<file path="config.mk">
export PLATFORM = sky130hd
export DESIGN_NAME = wake_trig_norm
export DESIGN_NICKNAME = d
export VERILOG_FILES = /design/src/rtl/wtn_pkg.sv /design/src/rtl/wtn_sync.sv /design/src/rtl/wtn_chan.sv /design/src/rtl/wtn_regs.sv /design/src/rtl/wake_trig_norm.sv
export SDC_FILE = /design/constraint.sdc
export NUM_CORES = 1
export LEC_CHECK = 0
export BUFFER_PORTS_ARGS = -buffer_cell sky130_fd_sc_hd__clkbuf_2
export CORE_ASPECT_RATIO = 2
export CORE_UTILIZATION = 58
export DETAILED_ROUTE_END_ITERATION = 8
export PLACE_DENSITY = 0.86
export RECOVER_POWER = 100
export SLEW_MARGIN = 15
export SYNTH_ARGS = -nofsm -noshare
export SYNTH_HDL_FRONTEND = slang
export SYNTH_SLANG_ARGS = --single-unit
</file>
<file path="constraint.sdc">
create_clock -name clk -period 5 [get_ports clk]
set_input_delay 0.5 -clock clk [delete_from_list [all_inputs] [get_ports clk]]
set_output_delay 0.5 -clock clk [all_outputs]
set_load 0.005 [all_outputs]
</file>
<file path="src/rtl/wtn_pkg.sv">
package wtn_pkg;

    localparam int ADDR_W = 13;

    localparam logic [31:0]       PER_PIN_EN_VERSION = 32'h0003_0200;
    localparam logic [ADDR_W-1:0] BANK_BASE          = 13'h0010;
    localparam logic [ADDR_W-1:0] CFG_BASE           = 13'h0110;
    localparam logic [ADDR_W-1:0] VER_ADDR           = 13'h1000;

    localparam logic [2:0] TRIG_LVL_LO = 3'b000;
    localparam logic [2:0] TRIG_FALL   = 3'b010;
    localparam logic [2:0] TRIG_LVL_HI = 3'b100;
    localparam logic [2:0] TRIG_RISE   = 3'b110;
    localparam logic [2:0] TRIG_BOTH   = 3'b111;

    typedef struct packed {
        logic       en;
        logic [2:0] trig;
    } pin_cfg_t;

    // Normalized request for one pin given current and previous synced samples
    function automatic logic trig_event(logic [2:0] trig, logic cur, logic prev);
        case (trig)
            TRIG_LVL_LO: return !cur;
            TRIG_FALL:   return prev & !cur;
            TRIG_LVL_HI: return cur;
            TRIG_RISE:   return cur & !prev;
            TRIG_BOTH:   return cur ^ prev;
            default:     return 1'b0;
        endcase
    endfunction

    function automatic logic is_single_edge(logic [2:0] trig);
        return (trig == TRIG_RISE) || (trig == TRIG_FALL);
    endfunction

    function automatic logic is_undefined(logic [2:0] trig);
        return (trig == 3'b001) || (trig == 3'b011) || (trig == 3'b101);
    endfunction

endpackage

</file>
<file path="src/rtl/wtn_sync.sv">
module wtn_sync #(
    parameter int WIDTH  = 8,
    parameter int STAGES = 2
) (
    input  logic             clk,
    input  logic             rst,
    input  logic [WIDTH-1:0] din,
    output logic [WIDTH-1:0] dout
);

    logic [WIDTH-1:0] stage_q [STAGES];

    always_ff @(posedge clk) begin
        if (rst) begin
            for (int s = 0; s < STAGES; s++) stage_q[s] <= '0;
        end else begin
            stage_q[0] <= din;
            for (int s = 1; s < STAGES; s++) stage_q[s] <= stage_q[s-1];
        end
    end

    assign dout = stage_q[STAGES-1];

endmodule

</file>
<file path="src/rtl/wtn_chan.sv">
module wtn_chan
    import wtn_pkg::*;
(
    input  logic     clk,
    input  logic     rst,
    input  logic     sync_i,
    input  pin_cfg_t cfg_i,
    input  logic     chg_i,
    output logic     wake_o
);

    logic prev_q;

    always_ff @(posedge clk) begin
        if (rst) begin
            prev_q <= 1'b0;
            wake_o <= 1'b0;
        end else begin
            prev_q <= sync_i;
            // A type change hides whatever the old/new decode would produce this cycle
            wake_o <= chg_i ? 1'b0 : (cfg_i.en & trig_event(cfg_i.trig, sync_i, prev_q));
        end
    end

    assert_quiet_disabled_R7: assert property (@(posedge clk) disable iff (rst)
        !cfg_i.en |=> !wake_o);

    assert_single_pulse_R4: assert property (@(posedge clk) disable iff (rst)
        (wake_o && is_single_edge(cfg_i.trig)) |=> !wake_o);

    assert_undefined_silent_R6: assert property (@(posedge clk) disable iff (rst)
        is_undefined(cfg_i.trig) |=> !wake_o);

    assert_reconfig_quiet_R11: assert property (@(posedge clk) disable iff (rst)
        chg_i |=> !wake_o);

endmodule

</file>
<file path="src/rtl/wtn_regs.sv">
module wtn_regs
    import wtn_pkg::*;
#(
    parameter int          NUM_PINS = 8,
    parameter logic [31:0] VERSION  = 32'h0003_0200
) (
    input  logic              clk,
    input  logic              rst,
    input  logic [ADDR_W-1:0] bus_addr,
    input  logic              bus_wen,
    input  logic [31:0]       bus_wdata,
    output logic [31:0]       bus_rdata,
    output pin_cfg_t          cfg_o [NUM_PINS],
    output logic [NUM_PINS-1:0] chg_o
);

    localparam bit PER_PIN_EN = (VERSION >= PER_PIN_EN_VERSION);
    localparam int BANK_WORDS = (NUM_PINS + 31) / 32;
    localparam logic [ADDR_W-1:0] CFG_LIMIT  = CFG_BASE + ADDR_W'(4 * NUM_PINS);
    localparam logic [ADDR_W-1:0] BANK_LIMIT = BANK_BASE + ADDR_W'(4 * BANK_WORDS);

    logic [2:0]          trig_q [NUM_PINS];
    logic [NUM_PINS-1:0] en_q;

    logic              aligned, cfg_hit, bank_range, bank_hit;
    logic [ADDR_W-3:0] cfg_idx, bank_idx;

    always_comb begin
        aligned    = (bus_addr[1:0] == 2'b00);
        cfg_hit    = aligned && (bus_addr >= CFG_BASE) && (bus_addr < CFG_LIMIT);
        bank_range = aligned && (bus_addr >= BANK_BASE) && (bus_addr < BANK_LIMIT);
        bank_hit   = bank_range && !PER_PIN_EN;
        cfg_idx    = bus_addr[ADDR_W-1:2] - CFG_BASE[ADDR_W-1:2];
        bank_idx   = bus_addr[ADDR_W-1:2] - BANK_BASE[ADDR_W-1:2];
    end

    always_ff @(posedge clk) begin
        if (rst) begin
            for (int p = 0; p < NUM_PINS; p++) trig_q[p] <= '0;
            en_q <= '0;
        end else if (bus_wen) begin
            for (int p = 0; p < NUM_PINS; p++) begin
                if (cfg_hit && cfg_idx == (ADDR_W-2)'(p)) begin
                    trig_q[p] <= bus_wdata[2:0];
                    if (PER_PIN_EN) en_q[p] <= bus_wdata[3];
                end
                if (bank_hit && bank_idx == (ADDR_W-2)'(p / 32))
                    en_q[p] <= bus_wdata[p % 32];
            end
        end
    end

    always_comb begin
        for (int p = 0; p < NUM_PINS; p++) begin
            cfg_o[p] = '{en: en_q[p], trig: trig_q[p]};
            chg_o[p] = bus_wen && cfg_hit && (cfg_idx == (ADDR_W-2)'(p))
                       && (bus_wdata[2:0] != trig_q[p]);
        end
    end

    always_comb begin
        bus_rdata = '0;
        if (bus_addr == VER_ADDR) begin
            bus_rdata = VERSION;
        end else if (cfg_hit) begin
            for (int p = 0; p < NUM_PINS; p++)
                if (cfg_idx == (ADDR_W-2)'(p))
                    bus_rdata = {28'b0, PER_PIN_EN & en_q[p], trig_q[p]};
        end else if (bank_hit) begin
            for (int p = 0; p < NUM_PINS; p++)
                if (bank_idx == (ADDR_W-2)'(p / 32))
                    bus_rdata[p % 32] = en_q[p];
        end
    end

    assert_version_read_R10: assert property (@(posedge clk) disable iff (rst)
        (bus_addr == VER_ADDR) |-> (bus_rdata == VERSION));

    generate
        if (PER_PIN_EN) begin : g_per_pin
            assert_bank_ignored_R8: assert property (@(posedge clk) disable iff (rst)
                (bus_wen && bank_range) |=> $stable(en_q));
        end else begin : g_packed
            assert_cfg_no_enable_R9: assert property (@(posedge clk) disable iff (rst)
                (bus_wen && cfg_hit) |=> $stable(en_q));
        end
    endgenerate

endmodule

</file>
<file path="src/rtl/wake_trig_norm.sv">
module wake_trig_norm
    import wtn_pkg::*;
#(
    parameter int          NUM_PINS = 8,
    parameter logic [31:0] VERSION  = 32'h0003_0200
) (
    input  logic                clk,
    input  logic                rst,
    input  logic [12:0]         bus_addr,
    input  logic                bus_wen,
    input  logic [31:0]         bus_wdata,
    output logic [31:0]         bus_rdata,
    input  logic [NUM_PINS-1:0] raw_in,
    output logic [NUM_PINS-1:0] wake_out
);

    localparam int SYNC_STAGES = 2;

    initial begin
        assert (NUM_PINS >= 1 && NUM_PINS <= 256)
            else $error("NUM_PINS must lie in 1..256");
    end

    pin_cfg_t            cfg   [NUM_PINS];
    logic [NUM_PINS-1:0] chg;
    logic [NUM_PINS-1:0] synced;

    wtn_regs #(.NUM_PINS(NUM_PINS), .VERSION(VERSION)) u_regs (
        .clk       (clk),
        .rst       (rst),
        .bus_addr  (bus_addr),
        .bus_wen   (bus_wen),
        .bus_wdata (bus_wdata),
        .bus_rdata (bus_rdata),
        .cfg_o     (cfg),
        .chg_o     (chg)
    );

    wtn_sync #(.WIDTH(NUM_PINS), .STAGES(SYNC_STAGES)) u_sync (
        .clk  (clk),
        .rst  (rst),
        .din  (raw_in),
        .dout (synced)
    );

    generate
        for (genvar p = 0; p < NUM_PINS; p++) begin : g_chan
            wtn_chan u_chan (
                .clk    (clk),
                .rst    (rst),
                .sync_i (synced[p]),
                .cfg_i  (cfg[p]),
                .chg_i  (chg[p]),
                .wake_o (wake_out[p])
            );
        end
    endgenerate

endmodule

</file>
==> After elaboration in Yosys (flattened, before gate mapping) <==
Memory sizes are Yosys's and may differ from the RTL's.
Index checks and enable logic that the tools add are counted.
{ "word_totals": {"register_bits": 24, "ram_bits": 40, "inputBits": 56, "output_inout_bits": 40, "elab_cells": 260, "mem_count": 2} }
{ "memory_table": {"columns": ["memory", "depth", "width", "rd", "rd_clocked_by_memory_dff", "write_ports", "line", "source"], "rows": [
  ["u_regs.trig_q", 8, 3, 8, 0, 8, "wtn_regs.sv:22", "logic [2:0] trig_q [NUM_PINS];"],
  ["u_sync.stage_q", 2, 8, 2, 0, 2, "wtn_sync.sv:11", "logic [WIDTH-1:0] stage_q [STAGES];"]
]} }
{ "classes": {"addsub": 1, "n_lt_le_gt_ge": 2, "n_eq_ne": 48, "muxes": 72, "n_bitwise": 42, "reduce_logical": 69} }
{ "op_table": {"columns": ["cell", "n"], "rows": [
  ["$mux 32", 8],
  ["$eq 3x3->1 const B", 24],
  ["$eq 11x3->1 const B", 4],
  ["$mux 1", 43],
  ["$pmux 1 s5", 8],
  ["$logic_and 1x1->1", 27],
  ["$and 1x1->1", 24],
  ["$eq 3x2->1 const B", 8],
  ["$logic_not 3->1", 8],
  ["$mux 24", 1],
  ["$mux 3", 8],
  ["$mux 8", 3],
  ["$ne 3x3->1", 8],
  ["$eq 11x2->1 const B", 2],
  ["$logic_not 1->1", 16],
  ["$reduce_and 2->1", 8],
  ["$reduce_or 2->1", 8],
  ["$eq 13x13->1 const B", 1],
  ["$ge 13x9->1 const B", 1],
  ["$lt 13x9->1 const B", 1],
  ["$eq 11x1->1 const B", 1],
  ["$logic_not 11->1", 1],
  ["$sub 11x7->11 const B", 1],
  ["$or 1x1->1", 10],
  ["3 further kinds", 10]
]} }

==> Logic depth before layout (Yosys ltp) <==
Gate-level depths: netlist of run 1.
{ "logic_depth": {"depth_word": 12, "mapped_depth": 7, "ltp_nobuf": 6} }

==> By module <==
From an unflattened synthesis of run 1, not the netlist that was laid out.
{ "hier_totals": {"hier_cells": 372, "hier_area_um2": 3834.9} }
{ "modules_own_cells": {"columns": ["mod", "n_inst", "cells_per_inst", "area_each_um2", "seq_area_each_um2"], "rows": [
  ["wtn_regs", 1, 219, 2209.6, 880.8],
  ["wtn_chan", 8, 14, 137.6, 40.0],
  ["wtn_sync", 1, 41, 524.3, 320.3]
]} }

==> Worst setup path after synthesis of run 1 <==
OpenSTA, ideal clock, no wires.
{ "synth_path": {"path_kind": "input to output", "start": "input bus_addr[9]", "end": "output bus_rdata[2]", "arrival_ps": 1949, "required_time_ps": 4500, "slack_ps": 2551, "cell_stages": 5, "path_buffers": 1, "path_cell_list": "or4_4 > or2_1 > buf_6 > or3_4 > o22ai_1"} }
{ "synth_between": {"elab_chain_cells": 12, "word_cells_on_any_way": 24, "cone_classes": "add/sub (1); order compare (2); eq/ne (8); mux (10); reduce/logical (3)"} }
{ "synth_lines": {"columns": ["item", "line", "source"], "rows": [
  ["from (decl)", "wake_trig_norm.sv:9", "input logic [12:0] bus_addr,"],
  ["$sub 11x7->11", "wtn_regs.sv:33", "cfg_idx = bus_addr[ADDR_W-1:2] - CFG_BASE[ADDR_W-1:2];"],
  ["$logic_not 11->1", "wtn_regs.sv:67", "if (cfg_idx == (ADDR_W-2)'(p))"],
  ["$mux 4", "wtn_regs.sv:67", null],
  ["$mux 32 (7 in a row)", "wtn_regs.sv:67", null],
  ["$mux 8", "wtn_regs.sv:65", "end else if (cfg_hit) begin"],
  ["$mux 32 (*)", "wtn_regs.sv:63", "if (bus_addr == VER_ADDR) begin"],
  ["to (decl)", "wake_trig_norm.sv:12", "output logic [31:0] bus_rdata,"]
]} }
Every way passes the cells marked *; elsewhere a longest branch is shown, timed or not.

==> Final worst setup path of run 1 <==
{ "layout_path": {"start": "input bus_addr[2]", "end": "output bus_rdata[0]"} }
The elaborated chain is that of the path after synthesis.

==> results of run 1 <==
-- critical path, delay by kind of cell --
kind            cells  cell delay (ns)
simple gates        3             0.98
buf+inv             2             1.05
compound gates      1             0.15
-- state kept, by name (all words and copies together) (netlist names) --
register / cells
u_regs.en_q: 8
g_chan.u_chan.prev_q: 8
g_chan.u_chan.wake_o: 8
u_regs.trig_q: 24
u_sync.stage_q: 16
-- power groups by stage --
stage                     clock network [uW]  registers (uW)  logic, uW
after global routing                     637             585        146
after CTS                                612             583        134
after floorplan                            0             583        118
final                                    607             583        133
after global placement                     0             592        127
after detailed placement                   0             593        133
-- per-layer routing --
metal / share of wire, % / GRT usage [%]
met1: 34 / 27.7
met2: 52 / 45.2
met3: 5.9 / 7.55
met4: 8.1 / 22.5
met5: 0 / 0
-- cells in the mapped netlist (all sizes together), types with 3 or more instances --
library cell / instances / area [um^2]
a211oi: 14 / 105
edfxtp: 24 / 721
nor3: 17 / 85.1
o211ai: 4 / 30.0
a21oi: 3 / 15.0
o31a: 6 / 52.6
nor2: 20 / 75.1
clkbuf: 17 / 63.8
or4: 3 / 26.3
o211a: 6 / 60.1
o21ai: 4 / 20.0
buf: 42 / 303
nand4b: 8 / 76.3
nor2b: 19 / 119
and2: 3 / 18.8
dfxtp: 40 / 801
inv: 27 / 101
or2: 9 / 56.3
mux2i: 12 / 120
nand2: 18 / 67.6
nand2b: 15 / 93.8
o2111ai: 4 / 35.0
nand3: 11 / 55.1
nor4: 9 / 126
o32ai: 4 / 35.0
nor3b: 3 / 22.5
ha: 16 / 200
xnor2: 24 / 210
or3: 3 / 25.0
-- logic make-up (layout without fill, tap and decap cells) --
| family | Yosys count | count (layout) | synth area share, % |
|---|---|---|---|
| buf+inv | 86 | 85 | 11.9 |
| flops | 64 | 64 | 38.7 |
| other cells | 1 | 25 | 0.0954 |
| simple gates | 147 | 147 | 23.5 |
| fa+ha+maj | 16 | 16 | 5.09 |
| mux | 14 | 14 | 4.20 |
| xor+xnor | 24 | 24 | 5.35 |
| compound gates | 56 | 56 | 11.2 |
-- final cells by class --
type	instances	share of cell area (%)
multi-input combinational	282	47.1
sequential	64	36.2
clock buffer	10	5.44
timing repair buffer	42	4.79
tap	88	2.62
inverter	27	2.41
clock inverter	6	1.43
-- worst min-delay path by stage --
stage                                        to                  from  slack, ns  depth (start not counted)
after global placement    u_sync.stage_q[0][10]  u_sync.stage_q[0][2]       0.42                          1
after global routing       u_sync.stage_q[0][3]             raw_in[3]       0.37                          2
after CTS                  u_sync.stage_q[0][3]             raw_in[3]       0.37                          2
final                      u_sync.stage_q[0][4]             raw_in[4]       0.37                          2
after floorplan           u_sync.stage_q[0][10]  u_sync.stage_q[0][2]       0.41                          1
after detailed placement  u_sync.stage_q[0][15]  u_sync.stage_q[0][7]       0.42                          1
-- per-stage QoR --
step	cell area (um^2)	power (uW)
2_1_floorplan	4020	701
3_3_place_gp	3980	719
3_5_place_dp	3980	727
4_1_cts	4260	1330
5_1_grt	4210	1370
6_report	4210	1320
==> impl_metrics.toml, run 1 <==
[flow_run]
drv_cap = 1

[yosys]
synthFlopType = "dfxtp_1"
synth_cell_types = 57
ys_warn_count = 0
synth_edf_count = 24
syn_inst = 408
ys_seq_area_share_pct = 38.7
syn_area_um2 = 3930
postSynthAreaPerCell_um2 = 9.64
synthArstFlopShare_pct = 0
synth_seq_cells = 64

[clock_network]
clk_pin_slew_ns = 0.05
numClockSinks = 64
clock_latency_ns = 0.34
cts_resized = 0
numCtsBuffers = 9
post-cts-setup-buffers = 0
cts_tree = "yes"
cts.path.max_buffers = 2
htreeDepth = 3
cts.root.buffer_cell = "clkbuf_16"
postCtsHoldBufs = 0

[power]
p_clk_share_pct = 45.9
power_density_nw_per_um2 = 315
switchingPower_uw = 324
power_frac_comb_pct = 10.1
p_leak_uw = 0.00160
switching_share_pct = 24.5
seq_power_share_pct = 44.0
ir_drop_mv = 0.280
p_int_uw = 999

[critical_path]
critPathLaunch = "bus_addr[2]"
endpoint = "bus_rdata[0]"
rr_startpoint = "u_regs.trig_q[0][7]"
cp.required_ns = 4.50
critical_path_class = "in2out"
r2r-end = "g_chan[2].u_chan.wake_o"
cp_max_fo = 26
endpoint_kind = "primary output"
r2r_slack_ns = 3.56
r2r_cells = 4
cp_data_arrival_time_ns = 2.70
startpoint_type = "primary input"
cp_slowest_cell = "clkbuf_1"
critical_path.max_stage_delay_ns = 0.89
crit_chain = "clkbuf_1 -> nand2_1 -> or4_1 -> or3_1 -> o32ai_1 -> clkbuf_2"

[die]
pin_count = 96
num_rows = 42
start_util_pct = 59.8
die_y_um = 118
die_area_um2 = 7130
fp.dieW_um = 60.2
core_area_um2 = 6570

[sta]
finalSetupTns_ns = 0
period_share_pct = 63.9
finalHoldViolCount = 0
worst_pin_slew_ns = 1.77
max_freq_mhz = 313
rsz0062_at_grt = "false"
finalClockSkew_ns = 0.00537
fin_crit_ns = 3.20
final_max_slew_viol_count = 45
maxSlewHeadroom_pct = -17.9
setup_viol = 0
worst_slack_ns = 1.80
timing.hold.ws_ns = 0.370

[outcome]
violations = "max-capacitance violations, max-slew violations"
outcome = "finished, violations left"

[detailed_routing]
vias = 3019
first_pass_iters = 5
wl_per_cell_um = 17.2
wl_um = 8930
drc = 0
drt_iter0_drc = 144
via_per_inst = 5.82
drtAntennaViolNets = 0

[layout]
multi_input_area_um2 = 1980
layout.cells.non_filler = 519
areaGrowthSynthToFinish_pct = 7.00
num-fill-cells = 565
seq_area_um2 = 1520
postLayoutCoreUtil_pct = 64.0
antenna_cells = 0
final_cell_mix = "dfxtp_1, clkbuf_2, inv_1, conb_1"
final_common_cell = "dfxtp_1"
finalNetCount = 498
drive_above_1_share_pct = 14.8

[global_routing]
grt_max_degree = 45
track_usage_pct = 27.7
overflow = 0
grt_pass1_vias = 2936
antenna_found_initial = 0
grt_pass1_wl_um = 14100

[placement]
dp_slack_ns = 2.20
place_congestion = 0.931
dp_cells = 503
numPortBuffers = 42
hpwl_um = 6800

[hold_path]
min_path_type = "in2reg"
Note: power is estimated with default switching activity, not from simulation.
==> inputs of run 2 (changes only) <==
- ABC_AREA: not set -> 1
- CORE_UTILIZATION: 58 -> 49
- PLACE_DENSITY: 0.86 -> 0.77
- clock period: 5 -> 2.7 ns (I/O delays scaled with it)
==> impl_metrics.toml, run 2 <==
[clock_network]
post-cts-setup-buffers = 0
numClockSinks = 64
cts.root.buffer_cell = "clkbuf_16"
htreeDepth = 3
numCtsBuffers = 9
cts_resized = 0
cts.path.max_buffers = 2
cts_tree = "yes"
postCtsHoldBufs = 0
clock_latency_ns = 0.33
clk_pin_slew_ns = 0.05

[power]
ir_drop_mv = 0.469
p_leak_uw = 0.00199
power_density_nw_per_um2 = 593

[die]
start_util_pct = 50.7
fp.dieW_um = 64.9
pin_count = 96
die_area_um2 = 8300
core_area_um2 = 7660
die_y_um = 128
num_rows = 45

[layout]
num-fill-cells = 722
top_register = "u_regs.trig_q"
postLayoutCoreUtil_pct = 56.1
reg.largest.list = "u_regs.trig_q (24), u_sync.stage_q (16)"
antenna_cells = 0
final_common_cell = "inv_1"
areaGrowthSynthToFinish_pct = 10.6
layout.cells.non_filler = 629
final_cell_mix = "inv_1, nor2_1, nand2_1, dfxtp_1, nand3_1"
finalNetCount = 602
drive_above_1_share_pct = 12.0
largest_register_ffs = 24

[critical_path]
cp.required_ns = 2.43
startpoint_type = "primary input"
r2r_slack_ns = 1.33
r2r_cells = 7
critical_path_class = "in2out"
endpoint_kind = "primary output"
critPathLaunch = "bus_addr[7]"
r2r-end = "g_chan[6].u_chan.wake_o"
cp_data_arrival_time_ns = 2.15
cp_max_fo = 7
rr_startpoint = "u_sync.stage_q[0][14]"

[detailed_routing]
vias = 3256
drtAntennaViolNets = 0
drc = 0
wl_um = 8300
first_pass_iters = 6
via_per_inst = 5.18
wl_per_cell_um = 13.2
drt_iter0_drc = 189

[hold_path]
min_to = "u_sync.stage_q[0][0]"
hold_path_depth = 3
min_path_type = "in2reg"
hold_start = "raw_in[0]"

[global_routing]
grt_pass1_wl_um = 13300
grt_max_degree = 27
grt_pass1_vias = 3125
track_usage_pct = 21.5
overflow = 0
antenna_found_initial = 0

[sta]
finalHoldViolCount = 0
worst_slack_ns = 0.280
fin_crit_ns = 2.42
setup_viol = 0
maxSlewHeadroom_pct = 15.1
worst_pin_slew_ns = 1.27
finalClockSkew_ns = 0.00738
period_share_pct = 89.6
final_max_slew_viol_count = 0
rsz0062_at_grt = "false"
max_freq_mhz = 413
finalSetupTns_ns = 0

[flow_run]
drv_cap = 0

[yosys]
yosysTopAreaCellShare_pct = 20.6
ys_warn_count = 0
synth_seq_cells = 64
ys_seq_area_share_pct = 39.2
synth_top_cell_by_area = "dfxtp_1"
synth_edf_count = 24
synth_common_cells = "inv_1, nor2_1, nand2_1"
syn_inst = 495
synth_cell_types = 41
synth.area.top_cells = "dfxtp_1, edfxtp_1, inv_1, nor2_1, buf_4"
synthArstFlopShare_pct = 0
synthFlopType = "dfxtp_1"
yosysMostFrequentCell = "inv_1"
syn_area_um2 = 3880
postSynthAreaPerCell_um2 = 7.84

[placement]
dp_cells = 613
numPortBuffers = 42
hpwl_um = 6320
dp_slack_ns = 0.323
place_congestion = 0.975

[outcome]
outcome = "completed"
run 2: changes by cell type in the layout (fill, tap and decap cells not counted), sizes merged, moves of 19 or more:
cell   previous run  this run
inv              27        84
nand2            18        61
nand3            11        36
nor2             20        87
nor2b            19         0
xnor2            24         3
xor2              0        21
run 2: final cells by class:
type | count | area [um^2] | share of cell area, %
Inverter | 84 | 315 | 7.34
Tap cell | 94 | 118 | 2.74
Clock buffer | 13 | 260 | 6.06
Timing Repair Buffer | 45 | 215 | 5.01
Clock inverter | 3 | 65.1 | 1.52
Sequential cell | 64 | 1520 | 35.4
Multi-Input combinational cell | 326 | 1800 | 41.9
run 2: metrics by stage:
step	hold slack, ns	instance area (um^2)	power [uW]
detailed placement	0.392	4020	1310
CTS	0.127	4340	2560
finish	0.127	4290	2550
global placement	0.388	4020	1300
global route	0.128	4290	2630
floorplan	0.377	3970	1270
run 2: how the worst max path moves through the flow:
stage,cells after the start,end
global route,15,bus_rdata[2]
finish,15,bus_rdata[2]
global placement,15,bus_rdata[1]
detailed placement,15,bus_rdata[2]
floorplan,13,bus_rdata[1]
CTS,15,bus_rdata[2]
run 2: report_power, final:
part | switching [uW] | internal [uW]
clock | 396 | 856
combinational | 140 | 76.5
sequential | 38.8 | 1040
total | 576 | 1970
run 2: layer usage:
| layer | share of wire, % | track usage [%] | vias to the layer above |
|---|---|---|---|
| met5 | 0 | 0 | - |
| met4 | 5.4 | 15.7 | 0 |
| met3 | 5.0 | 4.63 | 36 |
| met2 | 54 | 39.1 | 131 |
| met1 | 36 | 20.4 | 1483 |
| li1 | - | - | 1606 |
run 2: kinds of logic (layout without fill, tap and decap cells):
| kind of cell | Yosys count | after routing | synth area share (%) |
|---|---|---|---|
| AND/OR/NAND/NOR | 205 | 205 | 24.6 |
| buffers and inverters | 129 | 145 | 16.0 |
| flip-flops | 64 | 64 | 39.2 |
| AO/OA/AOI/OAI | 55 | 55 | 9.22 |
| XOR/XNOR | 24 | 24 | 5.41 |
| adder cells (fa/ha/maj) | 16 | 16 | 5.16 |
| other | 1 | 25 | 0.0966 |
| multiplexers | 1 | 1 | 0.258 |
run 2: critical path, cell delays in order:
cell      delay (ns)
clkbuf_1        0.10
nor2_1          0.18
nand2_1         0.13
nand2_1         0.13
nand2_1         0.06
nand2_1         0.11
nand2_1         0.08
nor2_2          0.25
nand2_1         0.13
o21ai_0         0.19
nor2_1          0.06
nand3_1         0.07
nand2_1         0.08
a21oi_1         0.17
clkbuf_2        0.14
